--- src/rtl/ld_stitch_pkg.sv ---
package ld_stitch_pkg;
  localparam logic [1:0] SZ_BYTE = 2'b00;
  localparam logic [1:0] SZ_HALF = 2'b01;
  localparam logic [1:0] SZ_WORD = 2'b10;
  localparam logic [1:0] SZ_RSVD = 2'b11;

  typedef enum logic [1:0] {
    ST_IDLE    = 2'd0,
    ST_WAIT_LO = 2'd1,
    ST_WAIT_HI = 2'd2
  } seq_state_e;

  // byte count of a size code; reserved code yields 8 and is rejected upstream
  function automatic int unsigned size_to_bytes(input logic [1:0] sz);
    return 32'd1 << sz;
  endfunction
endpackage

--- src/rtl/ld_stitch_decode.sv ---
module ld_stitch_decode #(
  parameter int BYTES = 4,
  localparam int OFF_W = $clog2(BYTES),
  localparam int CNT_W = OFF_W + 1
) (
  input  logic [OFF_W-1:0] off,
  input  logic [1:0]       size,
  input  logic             strict,
  output logic             fault,
  output logic             split
);
  import ld_stitch_pkg::*;

  logic [CNT_W-1:0] nbytes;
  logic [CNT_W:0]   end_pos;
  logic             misaligned;
  logic             rsvd;

  always_comb begin
    nbytes     = CNT_W'(size_to_bytes(size));
    rsvd       = (size == SZ_RSVD);
    misaligned = (off & OFF_W'(nbytes - CNT_W'(1))) != '0;
    end_pos    = {1'b0, CNT_W'(off)} + {1'b0, nbytes};
    fault      = rsvd || (strict && misaligned);
    split      = !fault && (end_pos > (CNT_W+1)'(BYTES));
  end
endmodule

--- src/rtl/ld_stitch_merge.sv ---
module ld_stitch_merge #(
  parameter int DATA_W = 32,
  localparam int BYTES = DATA_W / 8,
  localparam int OFF_W = $clog2(BYTES),
  localparam int IDX_W = OFF_W + 1,
  localparam int CNT_W = OFF_W + 1
) (
  input  logic [DATA_W-1:0] lo_word,
  input  logic [DATA_W-1:0] hi_word,
  input  logic [OFF_W-1:0]  off,
  input  logic [1:0]        size,
  input  logic              sgn,
  output logic [DATA_W-1:0] result
);
  import ld_stitch_pkg::*;

  logic [2*DATA_W-1:0] window;
  logic [CNT_W-1:0]    nbytes;
  logic [7:0]          raw  [BYTES];
  logic [BYTES-1:0]    keep;
  logic                top_bit;

  assign window = {hi_word, lo_word};
  assign nbytes = CNT_W'(size_to_bytes(size));

  for (genvar i = 0; i < BYTES; i++) begin : g_lane
    logic [IDX_W-1:0] src;
    assign src     = IDX_W'(off) + IDX_W'(i);
    assign raw[i]  = window[src*8 +: 8];
    assign keep[i] = CNT_W'(i) < nbytes;
    assign result[i*8 +: 8] = keep[i] ? raw[i] : {8{sgn & top_bit}};
  end

  always_comb begin
    top_bit = 1'b0;
    for (int i = 0; i < BYTES; i++) begin
      if (CNT_W'(i + 1) == nbytes) top_bit = raw[i][7];
    end
  end
endmodule

--- src/rtl/ld_stitch_seq.sv ---
module ld_stitch_seq #(
  parameter int AW     = 16,
  parameter int DATA_W = 32,
  localparam int BYTES = DATA_W / 8,
  localparam int OFF_W = $clog2(BYTES),
  localparam int WA    = AW - OFF_W
) (
  input  logic              clk,
  input  logic              rst,
  input  logic              req_valid,
  input  logic [AW-1:0]     req_addr,
  input  logic [1:0]        req_size,
  input  logic              req_signed,
  input  logic              dec_fault,
  input  logic              dec_split,
  input  logic              mem_rd_valid,
  input  logic [DATA_W-1:0] mem_rd_data,
  input  logic [DATA_W-1:0] merged,
  output logic              busy,
  output logic              mem_rd_en,
  output logic [WA-1:0]     mem_rd_addr,
  output logic [DATA_W-1:0] mrg_lo,
  output logic [DATA_W-1:0] mrg_hi,
  output logic [OFF_W-1:0]  hold_off,
  output logic [1:0]        hold_size,
  output logic              hold_sgn,
  output logic              out_valid,
  output logic [DATA_W-1:0] out_data,
  output logic              out_fault
);
  import ld_stitch_pkg::*;

  seq_state_e        state;
  logic              split_q;
  logic [DATA_W-1:0] lo_q;
  logic              accept;

  assign busy   = (state != ST_IDLE);
  assign accept = req_valid && !busy;
  assign mrg_lo = (state == ST_WAIT_HI) ? lo_q : mem_rd_data;
  assign mrg_hi = mem_rd_data;

  always_ff @(posedge clk) begin
    if (rst) begin
      state       <= ST_IDLE;
      split_q     <= 1'b0;
      lo_q        <= '0;
      hold_off    <= '0;
      hold_size   <= SZ_BYTE;
      hold_sgn    <= 1'b0;
      mem_rd_en   <= 1'b0;
      mem_rd_addr <= '0;
      out_valid   <= 1'b0;
      out_data    <= '0;
      out_fault   <= 1'b0;
    end else begin
      mem_rd_en <= 1'b0;
      out_valid <= 1'b0;
      unique case (state)
        ST_IDLE: begin
          if (accept) begin
            if (dec_fault) begin
              out_valid <= 1'b1;
              out_fault <= 1'b1;
              out_data  <= '0;
            end else begin
              hold_off    <= req_addr[OFF_W-1:0];
              hold_size   <= req_size;
              hold_sgn    <= req_signed;
              split_q     <= dec_split;
              mem_rd_en   <= 1'b1;
              mem_rd_addr <= req_addr[AW-1:OFF_W];
              state       <= ST_WAIT_LO;
            end
          end
        end
        ST_WAIT_LO: begin
          if (mem_rd_valid) begin
            if (split_q) begin
              lo_q        <= mem_rd_data;
              mem_rd_en   <= 1'b1;
              mem_rd_addr <= mem_rd_addr + WA'(1);
              state       <= ST_WAIT_HI;
            end else begin
              out_valid <= 1'b1;
              out_fault <= 1'b0;
              out_data  <= merged;
              state     <= ST_IDLE;
            end
          end
        end
        ST_WAIT_HI: begin
          if (mem_rd_valid) begin
            out_valid <= 1'b1;
            out_fault <= 1'b0;
            out_data  <= merged;
            state     <= ST_IDLE;
          end
        end
        default: state <= ST_IDLE;
      endcase
    end
  end
endmodule

--- src/rtl/ld_word_stitch.sv ---
module ld_word_stitch #(
  parameter int AW     = 16,
  parameter int DATA_W = 32,
  localparam int BYTES = DATA_W / 8,
  localparam int OFF_W = $clog2(BYTES),
  localparam int WA    = AW - OFF_W
) (
  input  logic              clk,
  input  logic              rst,
  input  logic              req_valid,
  input  logic [AW-1:0]     req_addr,
  input  logic [1:0]        req_size,
  input  logic              req_signed,
  input  logic              strict_align,
  output logic              busy,
  output logic              mem_rd_en,
  output logic [WA-1:0]     mem_rd_addr,
  input  logic              mem_rd_valid,
  input  logic [DATA_W-1:0] mem_rd_data,
  output logic              out_valid,
  output logic [DATA_W-1:0] out_data,
  output logic              out_fault
);
  logic              dec_fault, dec_split;
  logic [DATA_W-1:0] mrg_lo, mrg_hi, merged;
  logic [OFF_W-1:0]  hold_off;
  logic [1:0]        hold_size;
  logic              hold_sgn;

  ld_stitch_decode #(.BYTES(BYTES)) u_decode (
    .off    (req_addr[OFF_W-1:0]),
    .size   (req_size),
    .strict (strict_align),
    .fault  (dec_fault),
    .split  (dec_split)
  );

  ld_stitch_merge #(.DATA_W(DATA_W)) u_merge (
    .lo_word (mrg_lo),
    .hi_word (mrg_hi),
    .off     (hold_off),
    .size    (hold_size),
    .sgn     (hold_sgn),
    .result  (merged)
  );

  ld_stitch_seq #(.AW(AW), .DATA_W(DATA_W)) u_seq (
    .clk          (clk),
    .rst          (rst),
    .req_valid    (req_valid),
    .req_addr     (req_addr),
    .req_size     (req_size),
    .req_signed   (req_signed),
    .dec_fault    (dec_fault),
    .dec_split    (dec_split),
    .mem_rd_valid (mem_rd_valid),
    .mem_rd_data  (mem_rd_data),
    .merged       (merged),
    .busy         (busy),
    .mem_rd_en    (mem_rd_en),
    .mem_rd_addr  (mem_rd_addr),
    .mrg_lo       (mrg_lo),
    .mrg_hi       (mrg_hi),
    .hold_off     (hold_off),
    .hold_size    (hold_size),
    .hold_sgn     (hold_sgn),
    .out_valid    (out_valid),
    .out_data     (out_data),
    .out_fault    (out_fault)
  );
endmodule

--- config.mk ---
export PLATFORM = sky130hd
export DESIGN_NAME = ld_word_stitch
export DESIGN_NICKNAME = d
export VERILOG_FILES = /design/src/rtl/ld_stitch_pkg.sv /design/src/rtl/ld_stitch_decode.sv /design/src/rtl/ld_stitch_merge.sv /design/src/rtl/ld_stitch_seq.sv /design/src/rtl/ld_word_stitch.sv
export SDC_FILE = /design/constraint.sdc
export NUM_CORES = 1
export LEC_CHECK = 0
export ABC_AREA = 1
export BUFFER_PORTS_ARGS = -buffer_cell sky130_fd_sc_hd__buf_4
export CAP_MARGIN = 20
export CORE_ASPECT_RATIO = 0.75
export CORE_UTILIZATION = 40
export CTS_CLUSTER_DIAMETER = 100
export DETAILED_ROUTE_END_ITERATION = 10
export HOLD_SLACK_MARGIN = 0.12
export MAX_ROUTING_LAYER = met4
export PLACE_DENSITY = 0.71
export RECOVER_POWER = 100
export SLEW_MARGIN = 10
export SYNTH_ARGS = -nofsm -noshare
export SYNTH_HDL_FRONTEND = slang
export SYNTH_SLANG_ARGS = --single-unit
--- constraint.sdc ---
create_clock -name clk -period 2.5 [get_ports clk]
set_clock_uncertainty 0.05 [all_clocks]
set_input_delay 0.375 -clock clk [delete_from_list [all_inputs] [get_ports clk]]
set_output_delay 0.375 -clock clk [all_outputs]
set_load 0.005 [all_outputs]
Yosys cells after proc, flatten, opt, wreduce, memory -nomap -nowiden
Index checks and enable logic that the tools add are counted.

operators by class
  $add $sub $neg = 6
  bitwise operators = 3
  muxes and demuxes = 43
  equality and inequality tests = 14
  $lt $le $gt $ge = 5
  shift-type cells = 6
  reduce and logical (&&, ||, !) cells = 16

operator list
  operator               number
  $mux 32                6
  $shiftx 64x7->8        3
  $pmux 32 s3            1
  $shiftx 64x6->8        1
  $mux 14                4
  $mux 8                 4
  $pmux 14 s2            1
  $mux 1                 18
  $add 14x1->14 const B  1
  $mux 2                 5
  $ne 2x2->1 const B     5
  $add 2x2->3 const B    2
  $eq 2x3->1 const A     2
  $lt 1x3->1 const A     2
  $lt 2x3->1 const A     2
  $pmux 1 s3             2
  $pmux 2 s3             1
  $reduce_and 3->1       2
  $reduce_and 6->1       1
  $reduce_bool 2->1      3
  $shl 1x2->3 const A    2
  $reduce_and 5->1       1
  $add 2x3->4            1
  $eq 2x2->1 const B     2
  other kinds (17)       21

word-level totals
  output and inout port bits = 50
  bits in registers = 89
  input port bits = 56
  word-level logic and storage cells = 104

Logic depth before layout (Yosys ltp)
Gate-level depths: netlist of run 1.

  word-level depth = 12
  depth in mapped cells = 16
  mapped depth without buffers = 13

Hierarchy
A second synthesis of run 1 with hierarchy kept.

unflattened totals
  cells, all modules = 876
  area, all modules = 5716.7 um^2

by module, submodules not included
  module            area each (um^2)  sequential area each (um^2)  times used  cells an instance
  ld_stitch_seq     4317.9            1781.7                       1           589
  ld_stitch_merge   1248.7            0.0                          1           261
  ld_stitch_decode  150.1             0.0                          1           26

Worst setup path after synthesis of run 1
No wires, ideal clock.

  path type = flip-flop to flip-flop
  start point = register u_seq.state[0]
  end point = register u_seq.out_data[0]
  arrival time = 1.796 ns
  setup time = 0.070 ns
  path buffers = 3
  cell stages (with the launch flop) = 15
  clock period less this slack = 1.917 ns
  setup slack = 0.583 ns
  cells stage by stage = dfxtp_1 > inv_1 > ha_1 > buf_6 > inv_4 > buf_6 > a21oi_2 > nor4_4 > nand2_2 > nor2_4 > inv_2 > buf_6 > nor2_1 > nand2_1 > a21oi_1

between the ends
  word-level cells in the longest chain between the ends = 12
  elaborated cells between the ends (all ways) = 28

RTL lines
  what                      line                                      RTL
  start: declaration        ld_stitch_seq.sv:33                       seq_state_e state;
  start signal: assignment  ld_stitch_seq.sv:45                       state <= ST_IDLE;
  start signal: assignment  ld_stitch_seq.sv:73                       state <= ST_WAIT_LO;
  start signal: assignment  ld_stitch_seq.sv:83                       state <= ST_WAIT_HI;
  $eq 2x2->1                ld_stitch_seq.sv:40, ld_stitch_seq.sv:59
  $mux 32                   ld_stitch_seq.sv:40                       assign mrg_lo = (state == ST_WAIT_HI) ? lo_q : mem_rd_data;
  $shiftx 64x6->8           ld_stitch_merge.sv:29                     assign raw[i] = window[src*8 +: 8];
  $mux 1 (4 in series)      ld_stitch_merge.sv:37                     if (CNT_W'(i + 1) == nbytes) top_bit = raw[i][7];
  $and 1x1->1               ld_stitch_merge.sv:31                     assign result[i*8 +: 8] = keep[i] ? raw[i] : {8{sgn & top_bit}};
  $mux 8                    ld_stitch_merge.sv:31
  $mux 32                   ld_stitch_seq.sv:79                       if (split_q) begin
  $mux 32                   ld_stitch_seq.sv:78                       if (mem_rd_valid) begin
  $pmux 32 s3               ld_stitch_seq.sv:59                       unique case (state)
  end signal: assignment    ld_stitch_seq.sv:87                       out_data <= merged;
  end signal: assignment    ld_stitch_seq.sv:96                       out_data <= merged;
  end: declaration          ld_stitch_seq.sv:28                       output logic [DATA_W-1:0] out_data,

Parallel ways exist; a longest one is shown, timed or not. The select of a mux whose other input is x is not followed.
A chain may end at the register's enable or synchronous reset.

Worst setup path after layout of run 1
  start point = register u_seq.state[0]
  end point = register u_seq.out_data[13]

Same word-level chain as after synthesis.

==> flow_metrics.env, run 1 <==
export IMPL_fill_cells=1373
export IMPL_die_y_um=102
export IMPL_path_depth=13
export IMPL_yosys_warnings=0
export IMPL_kind_of_start_point_of_the_critical_path="flip-flop"
export IMPL_timing_hold_violations_final=0
export IMPL_route_final_wire_length_um=15900
export IMPL_critical_path_class="flip-flop to flip-flop"
export IMPL_clock_sink_count=89
export IMPL_uppermost_metal_layer_occupied_by_signal_nets="met4"
export IMPL_power_share_switching=0.365
export IMPL_avgRoutedWirePerCell_um=14.3
export IMPL_critical_path_s_most_frequent_cell="nand2_1"
export IMPL_synth_main_ff_cell="dfxtp_1"
export IMPL_via_per_inst=5.19
export IMPL_ctsLongestPathBuffers=2
export IMPL_status="finished clean"
export IMPL_critical_path_max_stage_delay_ps=410
export IMPL_synth_edf_count=0
export IMPL_synth_top_cell_area_share=0.331
export IMPL_cts_inserted_buffers=9
export IMPL_final_count_of_negative_setup_slack_endpoints=0
export IMPL_seqPwrFrac=0.362
export IMPL_clk_root_buffer_cell="clkbuf_16"
export IMPL_worstHoldPathCells=3
export IMPL_cts_setup_buffers=0
export IMPL_coreArea_um2=13100
export IMPL_cpLargestDelayFamily="simple AND/OR/NAND/NOR gates"
export IMPL_fin_worst_hold_slack_ps=207
export IMPL_grt_pass1_wl_um=25500
export IMPL_met2_length_um=6430
export IMPL_design_power_total_mw=4.59
export IMPL_first_global_vias=4964
export IMPL_crit_path_buf_inv_count=2
export IMPL_grt_remaining_overflow=0
export IMPL_dr_drc_count=0
export IMPL_final_layout_size_suffix_gt1_frac=0.158
export IMPL_first_iter_violations=561
export IMPL_die_area_um2=13900
export IMPL_route_vias_total=5807
export IMPL_routedLengthMet1_um=8160
export IMPL_syn_area_per_cell_um2=6.24
export IMPL_hold_class="input port to flip-flop"
export IMPL_estimated_wirelength_of_the_detail_placed_design_um=11600
export IMPL_synth_top_cells_by_area="dfxtp_1 33%, nand2_1 19%, a21oi_1 9.3%"
export IMPL_max_slew_worst_pin_slew_ps=743
export IMPL_worst_path_max_fanout=35
export IMPL_grt_util_all_layers=0.241
export IMPL_leakage_nw=3.00
export IMPL_min_period_ps=2270
export IMPL_row_count=36
export IMPL_cts_htree_levels=3
export IMPL_final_nets=1013
export IMPL_antenna_cells_inserted=0
export IMPL_r2r_cells=13
export IMPL_i_o_pins=106
export IMPL_final_min_period_over_clock_period=0.909
export IMPL_synth_seq_cells=89
export IMPL_globalplace_congestion=0.949
export IMPL_max_slew_margin=0.505
export IMPL_cts_tree="built"
export IMPL_synth_largest_area_cell="dfxtp_1"
export IMPL_cellInternalPower_mw=2.91
export IMPL_grt_antenna_before_repair=0
export IMPL_clock_pin_slew_of_the_registers_on_the_worst_case_setup_and_hold_paths_ps=60
export IMPL_path_cells="inv_1, ha_1, buf_12, nand2_1, nand3_1, nand3_1, nand2_1, a21oi_1, nand2_1, nand2_1, nand2_1, nand2_1, a21oi_1"
export IMPL_synthesized_cell_area_um2=5380
export IMPL_most_common_layout_cells="268 x nand2_1, 100 x a21oi_1, 91 x o21ai_0"
export IMPL_share_clk_of_total_power=0.296
export IMPL_drt_antenna_violating_nets=0
export IMPL_area_delta_synth_final_pct=21.7
export IMPL_slowest_stage="dfxtp_1"
export IMPL_number_of_max_cap_violations=0
export IMPL_met3WireLength_um=1070
export IMPL_synth_async_reset_ratio=0
export IMPL_number_of_instances_in_the_synthesized_netlist=862
export IMPL_comb_power_share=0.342
export IMPL_cp_end_kind="flip-flop"
export IMPL_yosysUniqueCellTypes=32
export IMPL_required_ps=2640
export IMPL_power_density_cell_area_nw_per_um2=701
export IMPL_portBuffers=105
export IMPL_seq_area_frac_synth=0.331
export IMPL_floorplan_initialDensity=0.412
export IMPL_switching_component_of_the_power_mw=1.67
export IMPL_drv_slew=0
export IMPL_most_frequent_standard_cell_in_the_layout_excluding_fill_and_tap_cells="nand2_1"
export IMPL_synth_net_count=933
export IMPL_achievable_frequency_mhz=440
export IMPL_grt_setup_unrepaired="true"
export IMPL_worst_endpoint_arrival_ps=2420
export IMPL_first_pass_iters=5
export IMPL_grt_start_max_net_pins=67
export IMPL_worst_skew_pair_late_latency_ps=350
export IMPL_dieWidth_um=136
export IMPL_worst_vdd_rail_ir_drop_uv=342
==> metrics by stage <==
step / cell area (um2) / setup WS, ps / setup TNS, ps / util / cells
3_3_place_gp: 6270 / 300 / 0 / 0.480 / 1102
2_1_floorplan: 5380 / 583 / 0 / - / 862
5_1_grt: 6550 / -0.907 / -0.907 / 0.501 / 1118
4_1_cts: 6560 / 258 / 0 / 0.502 / 1118
3_5_place_dp: 6270 / 278 / 0 / 0.480 / 1102
6_report: 6550 / 229 / 0 / 0.501 / 1118
==> cell type report <==
cell class                      instances  area (um2)  share of cell area
Tap cell                              171         214              0.0327
Inverter                               79         299              0.0457
Clock inverter                          3        40.0             0.00612
Multi-Input combinational cell        639        3030               0.463
Sequential cell                        89        1780               0.272
Clock buffer                           13         250              0.0382
Timing Repair Buffer                  124         933               0.143
==> what timing repair did <==
item                       in CTS  in global routing
setup endpoints to repair       0                  1
hold buffers                    0                  0
resized for setup               0                  0
==> synth_stat cells, types with 2 or more instances <==
master,instances
a211oi_1,7
a21oi_1,100
a31oi_1,8
buf_1,7
buf_2,8
buf_4,6
buf_6,4
clkbuf_1,30
dfxtp_1,89
ha_1,14
inv_1,73
inv_2,5
nand2_1,268
nand2_2,2
nand3_1,54
nand4_1,3
nor2_1,61
o211ai_1,15
o21ai_0,91
or2_2,3
xnor2_1,2
xor2_1,2
==> routing by layer <==
metal	global-route usage	vias up
li1	-	2965
met1	0.347	2601
met2	0.334	218
met3	0.0461	23
met4	0.0726	0
met5	-	-
==> tightest hold or removal path: stages <==
cell and delay [ps]:
buf_4 80, nor2_1 30, nor2_1 80
==> power groups by stage <==
| stage | clock, mW | combinational, mW | sequential [mW] |
|---|---|---|---|
| finish | 1.36 | 1.57 | 1.66 |
| global route | 1.44 | 1.76 | 1.68 |
| CTS | 1.38 | 1.56 | 1.66 |
| detailed placement | 0 | 1.56 | 1.69 |
| global placement | 0 | 1.55 | 1.69 |
| floorplan | 0 | 1.03 | 1.66 |
==> sequential cells by signal (all words and copies together) (netlist names), 2 cells and up <==
| register | cells |
|---|---|
| u_seq.out_data | 32 |
| u_seq.state | 2 |
| u_seq.hold_size | 2 |
| u_seq.lo_q | 32 |
| u_seq.hold_off | 2 |
| u_seq.mem_rd_addr | 14 |
==> logic make-up after synthesis <==
family	Yosys count	synth area share
flops	89	0.331
compound gates	223	0.220
simple gates	397	0.300
fa+ha+maj	15	0.0363
buf+inv	134	0.106
xor+xnor	4	0.00652
==> worst paths after layout <==
path	start	to	slack (ps)
min	req_signed	u_seq.hold_sgn	210
max	u_seq.state[0]	u_seq.out_data[13]	230
min reg2reg	u_seq.lo_q[24]	u_seq.lo_q[24]	400
max reg2reg	u_seq.state[0]	u_seq.out_data[13]	230
Power figures use the tool's default switching activity.
==> run 2: changes to the inputs <==
==> constraint.sdc (replaced) <==
create_clock -name clk -period 2.5 [get_ports clk]
set_clock_uncertainty 0.05 [all_clocks]
set_input_delay 0.5 -clock clk [delete_from_list [all_inputs] [get_ports clk]]
set_output_delay 0.5 -clock clk [all_outputs]
set_load 0.005 [all_outputs]
==> run 2 against run 1 <==
Net effect: non-clock buffer count grew 2; setup slack lost 76 ps; cell count grew 0.18%; core utilization rose by 0.12 points; clock-buffer cell count grew 1; cell area increased by 0.23%; total power is 0.41% lower; largest power group unchanged.
==> flow_metrics.env, run 2 (synthesis results as in run 1) <==
export IMPL_grt_setup_unrepaired="true"
export IMPL_first_iter_violations=547
export IMPL_regToRegSetupSlack_ps=150
export IMPL_achievable_frequency_mhz=426
export IMPL_fill_cells=1345
export IMPL_hold_buffers=0
export IMPL_avgRoutedWirePerCell_um=14.0
export IMPL_die_y_um=102
export IMPL_finalCoreUtilization=0.502
export IMPL_seqPwrFrac=0.364
export IMPL_route_vias_total=5649
export IMPL_estimated_wirelength_of_the_detail_placed_design_um=11400
export IMPL_max_slew_worst_pin_slew_ps=730
export IMPL_clock_pin_slew_of_the_registers_on_the_worst_case_setup_and_hold_paths_ps=60
export IMPL_worst_hold_endpoint="u_seq.hold_sgn"
export IMPL_worst_skew_pair_late_latency_ps=350
export IMPL_regToRegStartpoint="u_seq.state[0]"
export IMPL_clock_sink_count=89
export IMPL_dpl_cell_area_um2=6280
export IMPL_multi_input_area_um2=3030
export IMPL_cts_tree="built"
export IMPL_worst_path_max_fanout=35
export IMPL_critical_path_s_most_frequent_cell="nand2_1"
export IMPL_fin_worst_hold_slack_ps=336
export IMPL_power_share_switching=0.365
export IMPL_most_frequent_standard_cell_in_the_layout_excluding_fill_and_tap_cells="nand2_1"
export IMPL_floorplan_initialDensity=0.412
export IMPL_globalplace_congestion=0.958
export IMPL_largest_registers="u_seq.lo_q (32), u_seq.out_data (32), u_seq.mem_rd_addr (14)"
export IMPL_kind_of_start_point_of_the_critical_path="flip-flop"
export IMPL_grt_antenna_before_repair=0
export IMPL_cp_end_kind="flip-flop"
export IMPL_cts_setup_buffers=0
export IMPL_max_slew_margin=0.513
export IMPL_leakage_nw=3.01
export IMPL_min_from="req_signed"
export IMPL_dr_drc_count=0
export IMPL_slowest_stage="dfxtp_1"
export IMPL_status="finished clean"
export IMPL_hold_class="input port to flip-flop"
export IMPL_dieWidth_um=136
export IMPL_min_period_ps=2350
export IMPL_cts_inserted_buffers=9
export IMPL_antenna_cells_inserted=0
export IMPL_timing_hold_violations_final=0
export IMPL_final_layout_size_suffix_gt1_frac=0.161
export IMPL_share_clk_of_total_power=0.291
export IMPL_cts_htree_levels=3
export IMPL_switching_component_of_the_power_mw=1.67
export IMPL_area_delta_synth_final_pct=22.0
export IMPL_grt_util_all_layers=0.234
export IMPL_required_ps=2640
export IMPL_critical_path_max_stage_delay_ps=420
export IMPL_seqCellArea_um2=1780
export IMPL_clk_root_buffer_cell="clkbuf_16"
export IMPL_rr_endpoint="u_seq.out_data[3]"
export IMPL_power_density_cell_area_nw_per_um2=696
export IMPL_drv_slew=0
export IMPL_design_power_total_mw=4.57
export IMPL_r2r_cells=13
export IMPL_worst_vdd_rail_ir_drop_uv=360
export IMPL_critical_path_class="flip-flop to flip-flop"
export IMPL_final_count_of_negative_setup_slack_endpoints=0
export IMPL_via_per_inst=5.04
export IMPL_grt_remaining_overflow=0
export IMPL_comb_power_share=0.346
export IMPL_drt_antenna_violating_nets=0
export IMPL_first_global_vias=4654
export IMPL_route_final_wire_length_um=15700
export IMPL_coreArea_um2=13100
export IMPL_worstHoldPathCells=3
export IMPL_path_cells="inv_1, ha_1, buf_12, nand2_1, nand3_1, nand3_1, nand3_1, nand3_1, nand2_1, nand2_1, nand2_1, nand2_1, a21oi_1"
export IMPL_most_common_layout_cells="267 x nand2_1, 100 x a21oi_1, 91 x o21ai_0"
export IMPL_row_count=36
export IMPL_die_area_um2=13900
export IMPL_i_o_pins=106
export IMPL_fin_setup_tns_ps=0
export IMPL_grt_pass1_wl_um=24600
export IMPL_ctsLongestPathBuffers=2
export IMPL_cellInternalPower_mw=2.90
export IMPL_stdcell_area_um2=6560
export IMPL_grt_start_max_net_pins=67
export IMPL_number_of_max_cap_violations=0
export IMPL_portBuffers=105
export IMPL_worst_endpoint_arrival_ps=2490
export IMPL_final_min_period_over_clock_period=0.939
export IMPL_final_nets=1015
export IMPL_first_pass_iters=5
==> run 2: cell types whose count changed in the layout (fill, tap and decap cells not counted), sizes merged <==
cell,delta
buf,-2
bufinv,-1
clkbuf,+5
==> run 2: routing by layer <==
layer / vias up / GRT usage / part of all wire
li1: 2961 / - / -
met1: 2490 / 0.351 / 0.51
met2: 187 / 0.320 / 0.40
met3: 11 / 0.0441 / 0.075
met4: 0 / 0.0402 / 0.0072
met5: - / - / 0
==> run 2: final cells by class <==
cell class                      instances  share of cell area
Multi-Input combinational cell        639               0.462
Sequential cell                        89               0.272
Timing Repair Buffer                  126               0.144
Inverter                               79              0.0456
Clock buffer                           14              0.0433
Tap cell                              171              0.0326
Clock inverter                          2             0.00153
==> run 2: how the worst max path moves through the flow <==
| stage | depth (start not counted) | startpoint | endpoint | slack (ps) |
|---|---|---|---|---|
| final | 13 | u_seq.state[0] | u_seq.out_data[3] | 150 |
| after global routing | 13 | u_seq.state[0] | u_seq.out_data[30] | -80 |
| after CTS | 13 | u_seq.state[0] | u_seq.out_data[15] | 200 |
| after detailed placement | 14 | req_size[1] | u_seq.out_data[27] | 180 |
| after global placement | 14 | req_size[0] | u_seq.out_data[19] | 220 |
| after floorplan | 14 | u_seq.state[0] | u_seq.out_data[0] | 580 |
==> run 2: repair_timing <==
item,CTS,global route
setup endpoints to repair,0,31
endpoints found under the hold margin,0,0
resized for setup,0,1
==> run 2: critical path: cells and delay by family (launching register included) <==
| kind | cells | cell delay, ps |
|---|---|---|
| AOI/OAI and AO/OA | 1 | 70 |
| adders and majority gates | 1 | 270 |
| DFF | 1 | 420 |
| buffers and inverters | 2 | 280 |
| and+or+nand+nor | 9 | 1090 |
==> run 2: power groups by stage <==
stage | Sequential [mW] | Combinational [mW] | Clock, mW
3_3_place_gp | 1.69 | 1.55 | 0
2_1_floorplan | 1.66 | 1.03 | 0
3_5_place_dp | 1.69 | 1.56 | 0
6_report | 1.66 | 1.58 | 1.33
4_1_cts | 1.66 | 1.57 | 1.34
5_1_grt | 1.68 | 1.76 | 1.40
==> run 2: metrics by stage <==
step | setup WS [ps] | cells
3_5_place_dp | 177 | 1104
6_report | 153 | 1120
3_3_place_gp | 222 | 1104
4_1_cts | 202 | 1120
2_1_floorplan | 583 | 862
5_1_grt | -85.0 | 1120
